`src/rtl/opstate_pkg.sv`:
```
package opstate_pkg;

  localparam int NUM_STATES = 7;
  localparam int STATE_W    = $clog2(NUM_STATES);

  typedef enum logic [STATE_W-1:0] {
    ST_RESET  = 3'd0,
    ST_EXC    = 3'd1,
    ST_RUN    = 3'd2,
    ST_BUSREL = 3'd3,
    ST_SLEEP  = 3'd4,
    ST_SWSTBY = 3'd5,
    ST_HWSTBY = 3'd6
  } opState_e;

  // Strobes from control to datapath: levels the output registers load
  typedef struct packed {
    logic maskIrq;
    logic coreOn;
    logic periphOn;
  } outCtl_t;

  // Synchronized pin and request information from datapath to control
  typedef struct packed {
    logic resLevel;
    logic resRise;
    logic stbyLevel;
    logic anyIrq;
    logic anyExtIrq;
  } pinInfo_t;

endpackage

```
`src/rtl/opstate_sync.sv`:
```
module opstate_sync #(
  parameter int               WIDTH   = 1,
  parameter int               STAGES  = 2,
  parameter logic [WIDTH-1:0] RST_VAL = '0
) (
  input  logic             clk,
  input  logic             sysRstN,
  input  logic [WIDTH-1:0] din,
  output logic [WIDTH-1:0] dout
);

  logic [WIDTH-1:0] stg [STAGES];

  always_ff @(posedge clk or negedge sysRstN) begin
    if (!sysRstN) begin
      for (int i = 0; i < STAGES; i++) stg[i] <= RST_VAL;
    end else begin
      stg[0] <= din;
      for (int i = 1; i < STAGES; i++) stg[i] <= stg[i-1];
    end
  end

  assign dout = stg[STAGES-1];

endmodule

```
`src/rtl/opstate_datapath.sv`:
```
module opstate_datapath
  import opstate_pkg::*;
#(
  parameter int N_INT       = 2,
  parameter int N_EXT       = 2,
  parameter int SYNC_STAGES = 2
) (
  input  logic             clk,
  input  logic             sysRstN,
  input  logic             resPinN,
  input  logic             stbyPinN,
  input  logic [N_INT-1:0] intIrq,
  input  logic [N_EXT-1:0] extIrq,
  input  outCtl_t          outCtl,
  output pinInfo_t         pinInfo,
  output logic             intMask,
  output logic             coreClkEn,
  output logic             periphClkEn
);

  localparam int N_IRQ = N_INT + N_EXT;

  logic [1:0]       pinSync;
  logic [N_IRQ-1:0] irqSync;
  logic             resPrev;

  // Pins: bit 1 standby (idle high), bit 0 reset (held asserted until seen)
  opstate_sync #(.WIDTH(2), .STAGES(SYNC_STAGES), .RST_VAL(2'b10)) u_pinSync (
    .clk    (clk),
    .sysRstN(sysRstN),
    .din    ({stbyPinN, resPinN}),
    .dout   (pinSync)
  );

  // Requests: external lines occupy the low bits
  opstate_sync #(.WIDTH(N_IRQ), .STAGES(SYNC_STAGES), .RST_VAL('0)) u_irqSync (
    .clk    (clk),
    .sysRstN(sysRstN),
    .din    ({intIrq, extIrq}),
    .dout   (irqSync)
  );

  always_ff @(posedge clk or negedge sysRstN) begin
    if (!sysRstN) resPrev <= 1'b0;
    else          resPrev <= pinSync[0];
  end

  always_comb begin
    pinInfo.resLevel  = pinSync[0];
    pinInfo.resRise   = pinSync[0] & ~resPrev;
    pinInfo.stbyLevel = pinSync[1];
    pinInfo.anyIrq    = |irqSync;
    pinInfo.anyExtIrq = |irqSync[N_EXT-1:0];
  end

  always_ff @(posedge clk or negedge sysRstN) begin
    if (!sysRstN) begin
      intMask     <= 1'b1;
      coreClkEn   <= 1'b1;
      periphClkEn <= 1'b1;
    end else begin
      intMask     <= outCtl.maskIrq;
      coreClkEn   <= outCtl.coreOn;
      periphClkEn <= outCtl.periphOn;
    end
  end

  // an edge is reported only on the first cycle of a high level
  p_single_rise_r4: assert property (@(posedge clk) disable iff (!sysRstN)
    pinInfo.resRise |=> !pinInfo.resRise);

endmodule

```
`src/rtl/opstate_fsm.sv`:
```
module opstate_fsm
  import opstate_pkg::*;
(
  input  logic                  clk,
  input  logic                  sysRstN,
  input  pinInfo_t              pinInfo,
  input  logic                  wdtOvf,
  input  logic                  sleepStrobe,
  input  logic                  ssbySel,
  input  logic                  busReq,
  input  logic                  excDone,
  output logic [NUM_STATES-1:0] stateOneHot,
  output outCtl_t               outCtl
);

  opState_e stQ, stD;
  logic     wdtFlagQ, wdtFlagD;
  logic     wdtHit;

  assign wdtHit = wdtOvf && pinInfo.stbyLevel && (stQ != ST_HWSTBY);

  always_comb begin
    stD = stQ;
    if (!pinInfo.stbyLevel) begin
      stD = ST_HWSTBY;
    end else if (stQ == ST_HWSTBY) begin
      if (!pinInfo.resLevel) stD = ST_RESET;
    end else if (!pinInfo.resLevel || wdtOvf) begin
      stD = ST_RESET;
    end else begin
      unique case (stQ)
        ST_RESET:  if (pinInfo.resRise || wdtFlagQ) stD = ST_EXC;
        ST_EXC:    if (excDone) stD = ST_RUN;
        ST_RUN: begin
          if (busReq)           stD = ST_BUSREL;
          else if (sleepStrobe) stD = ssbySel ? ST_SWSTBY : ST_SLEEP;
        end
        ST_BUSREL: if (!busReq) stD = ST_RUN;
        ST_SLEEP:  if (pinInfo.anyIrq) stD = ST_EXC;
        ST_SWSTBY: if (pinInfo.anyExtIrq) stD = ST_EXC;
        default:   stD = ST_RESET;
      endcase
    end
  end

  // Remembers a watchdog-caused reset so it ends without a pin edge
  always_comb begin
    wdtFlagD = 1'b0;
    if (stD == ST_RESET) wdtFlagD = wdtHit || (stQ == ST_RESET && wdtFlagQ);
  end

  always_ff @(posedge clk or negedge sysRstN) begin
    if (!sysRstN) begin
      stQ      <= ST_RESET;
      wdtFlagQ <= 1'b0;
    end else begin
      stQ      <= stD;
      wdtFlagQ <= wdtFlagD;
    end
  end

  always_comb begin
    outCtl.maskIrq  = (stD == ST_RESET);
    outCtl.coreOn   = !(stD inside {ST_SLEEP, ST_SWSTBY, ST_HWSTBY});
    outCtl.periphOn = !(stD inside {ST_SWSTBY, ST_HWSTBY});
  end

  always_comb begin
    stateOneHot = '0;
    stateOneHot[stQ] = 1'b1;
  end

  p_stby_priority_r5: assert property (@(posedge clk) disable iff (!sysRstN)
    !pinInfo.stbyLevel |=> (stQ == ST_HWSTBY));

  p_reset_pin_r1: assert property (@(posedge clk) disable iff (!sysRstN)
    (pinInfo.stbyLevel && stQ != ST_HWSTBY && !pinInfo.resLevel) |=> (stQ == ST_RESET));

  p_hw_exit_r6: assert property (@(posedge clk) disable iff (!sysRstN)
    (stQ == ST_HWSTBY && pinInfo.resLevel) |=> (stQ == ST_HWSTBY));

  p_sw_ignores_int_r8: assert property (@(posedge clk) disable iff (!sysRstN)
    (stQ == ST_SWSTBY && pinInfo.stbyLevel && pinInfo.resLevel && !wdtOvf && !pinInfo.anyExtIrq)
      |=> (stQ == ST_SWSTBY));

  p_sleep_entry_r7: assert property (@(posedge clk) disable iff (!sysRstN)
    (stQ == ST_RUN && pinInfo.stbyLevel && pinInfo.resLevel && !wdtOvf && !busReq && sleepStrobe)
      |=> (stQ == ($past(ssbySel) ? ST_SWSTBY : ST_SLEEP)));

  p_wdt_reset_r2: assert property (@(posedge clk) disable iff (!sysRstN)
    (wdtOvf && pinInfo.stbyLevel && stQ != ST_HWSTBY) |=> (stQ == ST_RESET));

endmodule

```
`src/rtl/opstate_ctrl.sv`:
```
module opstate_ctrl
  import opstate_pkg::*;
#(
  parameter int N_INT       = 2,
  parameter int N_EXT       = 2,
  parameter int SYNC_STAGES = 2
) (
  input  logic                  clk,
  input  logic                  sysRstN,
  input  logic                  resPinN,
  input  logic                  stbyPinN,
  input  logic                  wdtOvf,
  input  logic                  sleepStrobe,
  input  logic                  ssbySel,
  input  logic [N_INT-1:0]      intIrq,
  input  logic [N_EXT-1:0]      extIrq,
  input  logic                  busReq,
  input  logic                  excDone,
  output logic [NUM_STATES-1:0] stateOneHot,
  output logic                  intMask,
  output logic                  coreClkEn,
  output logic                  periphClkEn
);

  outCtl_t  outCtl;
  pinInfo_t pinInfo;

  opstate_datapath #(.N_INT(N_INT), .N_EXT(N_EXT), .SYNC_STAGES(SYNC_STAGES)) u_datapath (
    .clk        (clk),
    .sysRstN    (sysRstN),
    .resPinN    (resPinN),
    .stbyPinN   (stbyPinN),
    .intIrq     (intIrq),
    .extIrq     (extIrq),
    .outCtl     (outCtl),
    .pinInfo    (pinInfo),
    .intMask    (intMask),
    .coreClkEn  (coreClkEn),
    .periphClkEn(periphClkEn)
  );

  opstate_fsm u_fsm (
    .clk        (clk),
    .sysRstN    (sysRstN),
    .pinInfo    (pinInfo),
    .wdtOvf     (wdtOvf),
    .sleepStrobe(sleepStrobe),
    .ssbySel    (ssbySel),
    .busReq     (busReq),
    .excDone    (excDone),
    .stateOneHot(stateOneHot),
    .outCtl     (outCtl)
  );

  p_onehot_r12: assert property (@(posedge clk) disable iff (!sysRstN)
    $countones(stateOneHot) == 1);

  p_mask_in_reset_r3: assert property (@(posedge clk) disable iff (!sysRstN)
    intMask == stateOneHot[ST_RESET]);

  p_core_clk_r11: assert property (@(posedge clk) disable iff (!sysRstN)
    coreClkEn == !(stateOneHot[ST_SLEEP] || stateOneHot[ST_SWSTBY] || stateOneHot[ST_HWSTBY]));

  p_periph_clk_r11: assert property (@(posedge clk) disable iff (!sysRstN)
    periphClkEn == !(stateOneHot[ST_SWSTBY] || stateOneHot[ST_HWSTBY]));

endmodule

```
`config.mk`:
```
export PLATFORM = sky130hd
export DESIGN_NAME = opstate_ctrl
export DESIGN_NICKNAME = d
export VERILOG_FILES = /design/src/rtl/opstate_pkg.sv /design/src/rtl/opstate_sync.sv /design/src/rtl/opstate_datapath.sv /design/src/rtl/opstate_fsm.sv /design/src/rtl/opstate_ctrl.sv
export SDC_FILE = /design/constraint.sdc
export NUM_CORES = 1
export LEC_CHECK = 0
export BUFFER_PORTS_ARGS = -buffer_cell sky130_fd_sc_hd__buf_4
export CORE_MARGIN = 5
export CORE_UTILIZATION = 53
export CTS_CLUSTER_SIZE = 20
export DETAILED_ROUTE_END_ITERATION = 8
export HOLD_SLACK_MARGIN = 0.03
export PLACE_DENSITY_LB_ADDON = 0.05
export SYNTH_ARGS = -nofsm -noshare
export SYNTH_HDL_FRONTEND = slang
export SYNTH_SLANG_ARGS = --single-unit
```
`constraint.sdc`:
```
create_clock -name clk -period 3.43 [get_ports clk]
set_clock_uncertainty 0.1 [all_clocks]
set_input_delay 0.343 -clock clk [delete_from_list [all_inputs] [get_ports clk]]
set_output_delay 0.343 -clock clk [all_outputs]
set_load 0.1 [all_outputs]
```
# Yosys cells after proc, flatten, opt, wreduce, memory -nomap -nowiden
# Cells that the tools add are included.
word_totals:
  reg_bits: 20
  inputBits: 13
  out_inout_bits: 10
  word_cells: 56
op_classes:
  n_lt_le_gt_ge: 2
  eq_ne: 10
  muxes: 16
  n_bitwise: 2
  reduce_logical: 16
ops:
  columns: ["operator", "n"]
  rows:
  - ["$mux W3", 11]
  - ["$eq A3 B3 Y1 const B", 6]
  - ["$pmux W3 S6", 1]
  - ["$eq A3 B2 Y1 const B", 2]
  - ["$logic_not A3 Y1", 2]
  - ["$logic_and A1 B1 Y1", 4]
  - ["$lt A3 B4 Y1 const B", 1]
  - ["$reduce_or A4 Y1", 1]
  - ["$demux W1 S3", 1]
  - ["$eq A3 B1 Y1 const B", 1]
  - ["$ge A3 B1 Y1 const B", 1]
  - ["$logic_not A1 Y1", 3]
  - ["$logic_or A1 B1 Y1", 3]
  - ["$mux W1", 3]
  - ["$ne A3 B3 Y1 const B", 1]
  - ["$reduce_bool A3 Y1", 1]
  - ["$reduce_bool A2 Y1", 1]
  - ["$reduce_or A2 Y1", 1]
  - ["$and A1 B1 Y1", 1]
  - ["$not A1 Y1", 1]

# Logic depth before layout (Yosys ltp)
logic_depth:
  word_depth: 11
  mapped_depth: 5
  depth_no_buf: 4

# Hierarchy
# Synthesis repeated with hierarchy kept, for this count alone.
hier_totals:
  hier_cells: 70
  hier_area_um2: 857.1
by_module_without_submodules:
  columns: ["mod", "instances", "cells_per_inst", "area_per_inst_um2", "seq_area_each_um2"]
  rows:
  - ["opstate_fsm", 1, 45, 385.4, 100.1]
  - ["opstate_sync at u_datapath.u_irqSync", 1, 12, 230.2, 200.2]
  - ["opstate_datapath", 1, 7, 123.9, 103.8]
  - ["opstate_sync at u_datapath.u_pinSync", 1, 6, 117.6, 102.6]

# Worst setup path before layout
# Ideal clock, no wire load.
synth_path:
  kind: "reg2reg"
  startpoint: "reg u_fsm.stQ[1]"
  endpoint: "reg u_fsm.wdtFlagQ"
  setup_ps: 86
  arrival_ps: 3007
  t_required_ps: 3244
  setup_slack_ps: 237
  path_stages_with_launch: 6
  n_path_buf: 1
  period_less_slack_ps: 3193
  cell_sequence: "dfrtp_1 -> buf_6 -> nor3_1 -> o2bb2ai_1 -> nand2_1 -> nor3_1"
synth_via:
  elab_chain_len: 8
  elab_cells_between_ends: 25
  cone_classes: "eq/ne (7); mux (13); reduce/logical (5)"
synth_rtl:
  columns: ["element", "line", "text"]
  rows:
  - ["from (decl)", "opstate_fsm.sv:16", "opState_e stQ, stD;"]
  - ["from (signal assigned)", "opstate_fsm.sv:57", "stQ <= stD;"]
  - ["$mux W3", "opstate_fsm.sv:36", "else if (sleepStrobe) stD = ssbySel ? ST_SWSTBY : ST_SLEEP;"]
  - ["$mux W3", "opstate_fsm.sv:35", "if (busReq) stD = ST_BUSREL;"]
  - ["$pmux W3 S6", "opstate_fsm.sv:31", "unique case (stQ)"]
  - ["$mux W3", "opstate_fsm.sv:28", "end else if (!pinInfo.resLevel || wdtOvf) begin"]
  - ["$mux W3", "opstate_fsm.sv:26", "end else if (stQ == ST_HWSTBY) begin"]
  - ["$mux W3", "opstate_fsm.sv:24", "if (!pinInfo.stbyLevel) begin"]
  - ["$logic_not A3 Y1", "opstate_fsm.sv:49", "if (stD == ST_RESET) wdtFlagD = wdtHit || (stQ == ST_RESET && wdtFlagQ);"]
  - ["$mux W1 *", "opstate_fsm.sv:49", null]
  - ["named net u_fsm.wdtFlagD", "opstate_fsm.sv:17", "logic wdtFlagQ, wdtFlagD;"]
  - ["to (signal assigned)", "opstate_fsm.sv:58", "wdtFlagQ <= wdtFlagD;"]
  - ["to (decl)", "opstate_fsm.sv:17", null]
# The timed path passes the listed nets; every way through them passes the cells marked *.

# Worst setup path in the final report
layout_path:
  startpoint: "reg u_fsm.stQ[2]"
  endpoint: "out stateOneHot[5]"
layout_via:
  elab_chain_len: 4
  elab_cells_between_ends: 5
  cone_classes: "order compare (2); mux (2); reduce/logical (1)"
layout_rtl:
  columns: ["element", "line", "text"]
  rows:
  - ["$lt A3 B4 Y1 (not written as such) or $ge A3 B1 Y1 (tied branches)", "opstate_fsm.sv:70", "stateOneHot[stQ] = 1'b1;"]
  - ["$logic_and A1 B1 Y1 (not written as such)", "opstate_fsm.sv:70", null]
  - ["$mux W1 (not written as such)", "opstate_fsm.sv:70", null]
  - ["$demux W1 S3 *", null, null]
  - ["to (decl)", "opstate_ctrl.sv:19", "output logic [NUM_STATES-1:0] stateOneHot,"]
# Every way passes the cells marked *; elsewhere a longest branch is shown, timed or not.

==> flow_summary.yaml <==
status:
  run_status: "finished clean"
synth:
  syn-cell-area_sq_um: 841
  synth.top_cells.by_count: "sky130_fd_sc_hd__dfrtp_1 (15), sky130_fd_sc_hd__dfstp_2 (5), sky130_fd_sc_hd__nor2_1 (4)"
  synth.net_count: 80
  yosys.cell_types.count: 33
  syn_inst: 67
  ys_warn_count: 0
  synth_enable_flop_cells: 0
  synth_area_per_cell_sq_um: 12.5
  synthTopCellsByArea: "sky130_fd_sc_hd__dfrtp_1 (45%), sky130_fd_sc_hd__dfstp_2 (16%), sky130_fd_sc_hd__and2_1 (2.2%)"
  share_of_the_synthesized_area_in_the_top_cell_type_pct: 44.6
  async_reset_ff_share_pct: 100
  synthFlopType: "sky130_fd_sc_hd__dfrtp_1"
  synth.largest_area_cell: "sky130_fd_sc_hd__dfrtp_1"
  synth.yosys.seq_area_share_pct: 60.3
  synth.ff_latch_count: 20
  synth.most_common_cell: "sky130_fd_sc_hd__dfrtp_1"
placed_design:
  placed_instance_count: 102
  port-buffer-count: 22
  dpl_cell_area_sq_um: 1000
  detailed_place_hpwl_mm: 1.18
  place_ws_ns: 1.79
  place_congestion: 0.770
timing:
  final.hold.worst_slack_ns: 0.0391
  timing.max_slew.rel_slack_pct: 76.0
  timing_max_transition_violations_final: 0
  layout_worst_path_cycle_share_pct: 57.8
  final_period_minus_worst_setup_slack_ns: 1.98
  hold_violations: 0
  fin_tns_setup_ns: 0
  postLayoutSetupSlackWorst_ns: 1.45
  worst_slew_pin_slew_ns: 0.361
  setup_violations: 0
  setup_repair_after_global_routing_missed_its_margin: "no"
  max_freq_ghz: 0.505
critical_path:
  setup.worst_path.class: "register to output pin"
  worstPathMaxFanout: 11
  reg2regPathDepth: 4
  cp_data_required_time_ns: 2.99
  timing.critical_path.cells: "nor2b_1, and2_1, buf_4"
  timing.rr.start: "u_fsm.stQ[2]$_DFF_PN0_"
  setup.reg_to_reg.worst_slack_ns: 1.82
  slowest_stage: "sky130_fd_sc_hd__dfrtp_1"
  timing.critical_path.slowest_cell_delay_ns: 0.57
  crit-reg2reg-capture: "u_datapath.intMask$_DFF_PN1_"
  critPathCaptureType: "output pin"
  worstSetupStartpointType: "register"
  worst_ep_arrival_time_ns: 1.54
global_routing:
  antenna_found_initial: 0
  grt.overflow.total: 0
  grt_max_degree: 21
  grt_first_pass_wirelength_mm: 2.74
  grt_pass1_vias: 643
  gr-usage-all-layers_pct: 14.4
power:
  total_power_uw: 532
  leakage_nw: 0.487
  vdd_drop_max_mv: 0.315
  p_per_area_nw_per_um2: 484
hold_path:
  hp-start: "resPinN"
  holdPathEnd: "u_datapath.u_pinSync.stg[2]$_DFF_PN0_"
  hold_class: "input port to register"
  timing.hold.worst_path_depth: 1
finish:
  area.growth.synth_to_final_pct: 30.7
  diodes: 0
  final_area_sq_um: 1100
  drive_above_1_share_pct: 39.6
  final_standard_cell_utilization_of_the_core_pct: 72.9
  finish.net_count: 110
  finalNonFillerCells: 112
floorplan:
  floorplan.die.width_microns: 49.8
  boundaryPins: 23
  starting_density_pct: 55.8
  die_area_sq_um: 2480
  core-area_sq_um: 1510
  fp-row-count: 14
  dieHeight_microns: 49.8
cts:
  numCtsBuffers: 3
  ctsRootBufferMaster: "sky130_fd_sc_hd__clkbuf_4"
  post_cts_buffers: 0
  htreeDepth: 1
  cts.clk_slew.worst_paths_ns: 0.11
  tritoncts: "yes"
  largest_buffer_count_on_any_clock_path: 2
  clock_sink_count: 20
  clkLatencyLatePin_ns: 0.30
route:
  vias_per_cell: 5.61
  detail_route.iter0.violations: 3
  postRouteAntennaNets: 0
  drt_pass1_iterations: 4
  remaining_drc_errors: 0
  avgRoutedWirePerCell_microns: 15.3
  wirelength_mm: 1.71
  num_vias: 628
flow_run:
  drv.max_cap_violation_count: 0
[flip-flops by register name, indices dropped and copies added (netlist names)]
name and flops:
u_datapath.u_irqSync.stg 4, u_datapath.resPrev 1, u_datapath.intMask 1, u_fsm.stQ 3, u_datapath.periphClkEn 1, u_datapath.u_pinSync.dout 2, u_datapath.u_irqSync.dout 4, u_datapath.coreClkEn 1
u_datapath.u_pinSync.stg 2, u_fsm.wdtFlagQ 1
[power by group]
group	internal (mW)	switching (mW)	leakage, nW
sequential	0.253	0.0120	0.230
clock	0.0648	0.0739	0.0210
combinational	0.0390	0.0887	0.236
[repair_timing]
action / in CTS / in global routing
resized for setup: 0 / 0
hold buffers: 2 / 4
hold endpoints to repair: 16 / 4
[worst max path at each step]
stage / startpoint / end / cells past startpoint
after detailed placement: u_fsm.stQ[2]$_DFF_PN0_ / stateOneHot[5] / 3
after global routing: u_fsm.stQ[2]$_DFF_PN0_ / stateOneHot[5] / 3
after global placement: u_fsm.stQ[2]$_DFF_PN0_ / stateOneHot[5] / 3
after floorplan: u_fsm.stQ[1]$_DFF_PN0_ / u_fsm.wdtFlagQ$_DFF_PN0_ / 5
after CTS: u_fsm.stQ[2]$_DFF_PN0_ / stateOneHot[5] / 3
final: u_fsm.stQ[2]$_DFF_PN0_ / stateOneHot[5] / 3
[layout make-up]
cell class	instances	area, sq um
clock buffers	4	36.3
fillers	109	408
inverters	3	11.3
multi-input cells	41	299
flip-flops and latches	20	507
well taps	16	20.0
repair buffers	28	225
[cells in the final DEF, fill, tap and decap left out, types with 2 or more instances in the layout]
| cell | n |
|---|---|
| sky130_fd_sc_hd__a21oi_1 | 2 |
| sky130_fd_sc_hd__and2_1 | 3 |
| sky130_fd_sc_hd__buf_4 | 22 |
| sky130_fd_sc_hd__clkbuf_4 | 3 |
| sky130_fd_sc_hd__dfrtp_1 | 15 |
| sky130_fd_sc_hd__dfstp_2 | 5 |
| sky130_fd_sc_hd__dlygate4sd3_1 | 6 |
| sky130_fd_sc_hd__inv_1 | 2 |
| sky130_fd_sc_hd__nand2_1 | 2 |
| sky130_fd_sc_hd__nand2b_1 | 3 |
| sky130_fd_sc_hd__nor2_1 | 4 |
| sky130_fd_sc_hd__nor2b_1 | 3 |
| sky130_fd_sc_hd__nor3_1 | 3 |
| sky130_fd_sc_hd__nor3b_1 | 2 |
| sky130_fd_sc_hd__o21ai_1 | 2 |
[layer usage]
layer  vias up  routed length [microns]  track usage (%)
met1       304                      656             17.5
li1        297                        -                -
met5         -                        0                0
met3         2                      117             3.31
met2        25                      921             24.2
met4         0                       18             5.68
[critical path, delay by kind of cell (launching register included)]
family	cells	cell delay [ns]
DFF	1	0.57
and+or+nand+nor	2	0.38
buffers and inverters	1	0.28
[logic make-up after synthesis]
| logic type | count (synthesis) | synth area share (%) |
|---|---|---|
| and+or+nand+nor | 27 | 21.1 |
| DFF | 20 | 60.3 |
| buffers and inverters | 6 | 4.17 |
| AOI/OAI and AO/OA | 14 | 14.4 |
No activity file was read; power rests on OpenSTA's default activity.
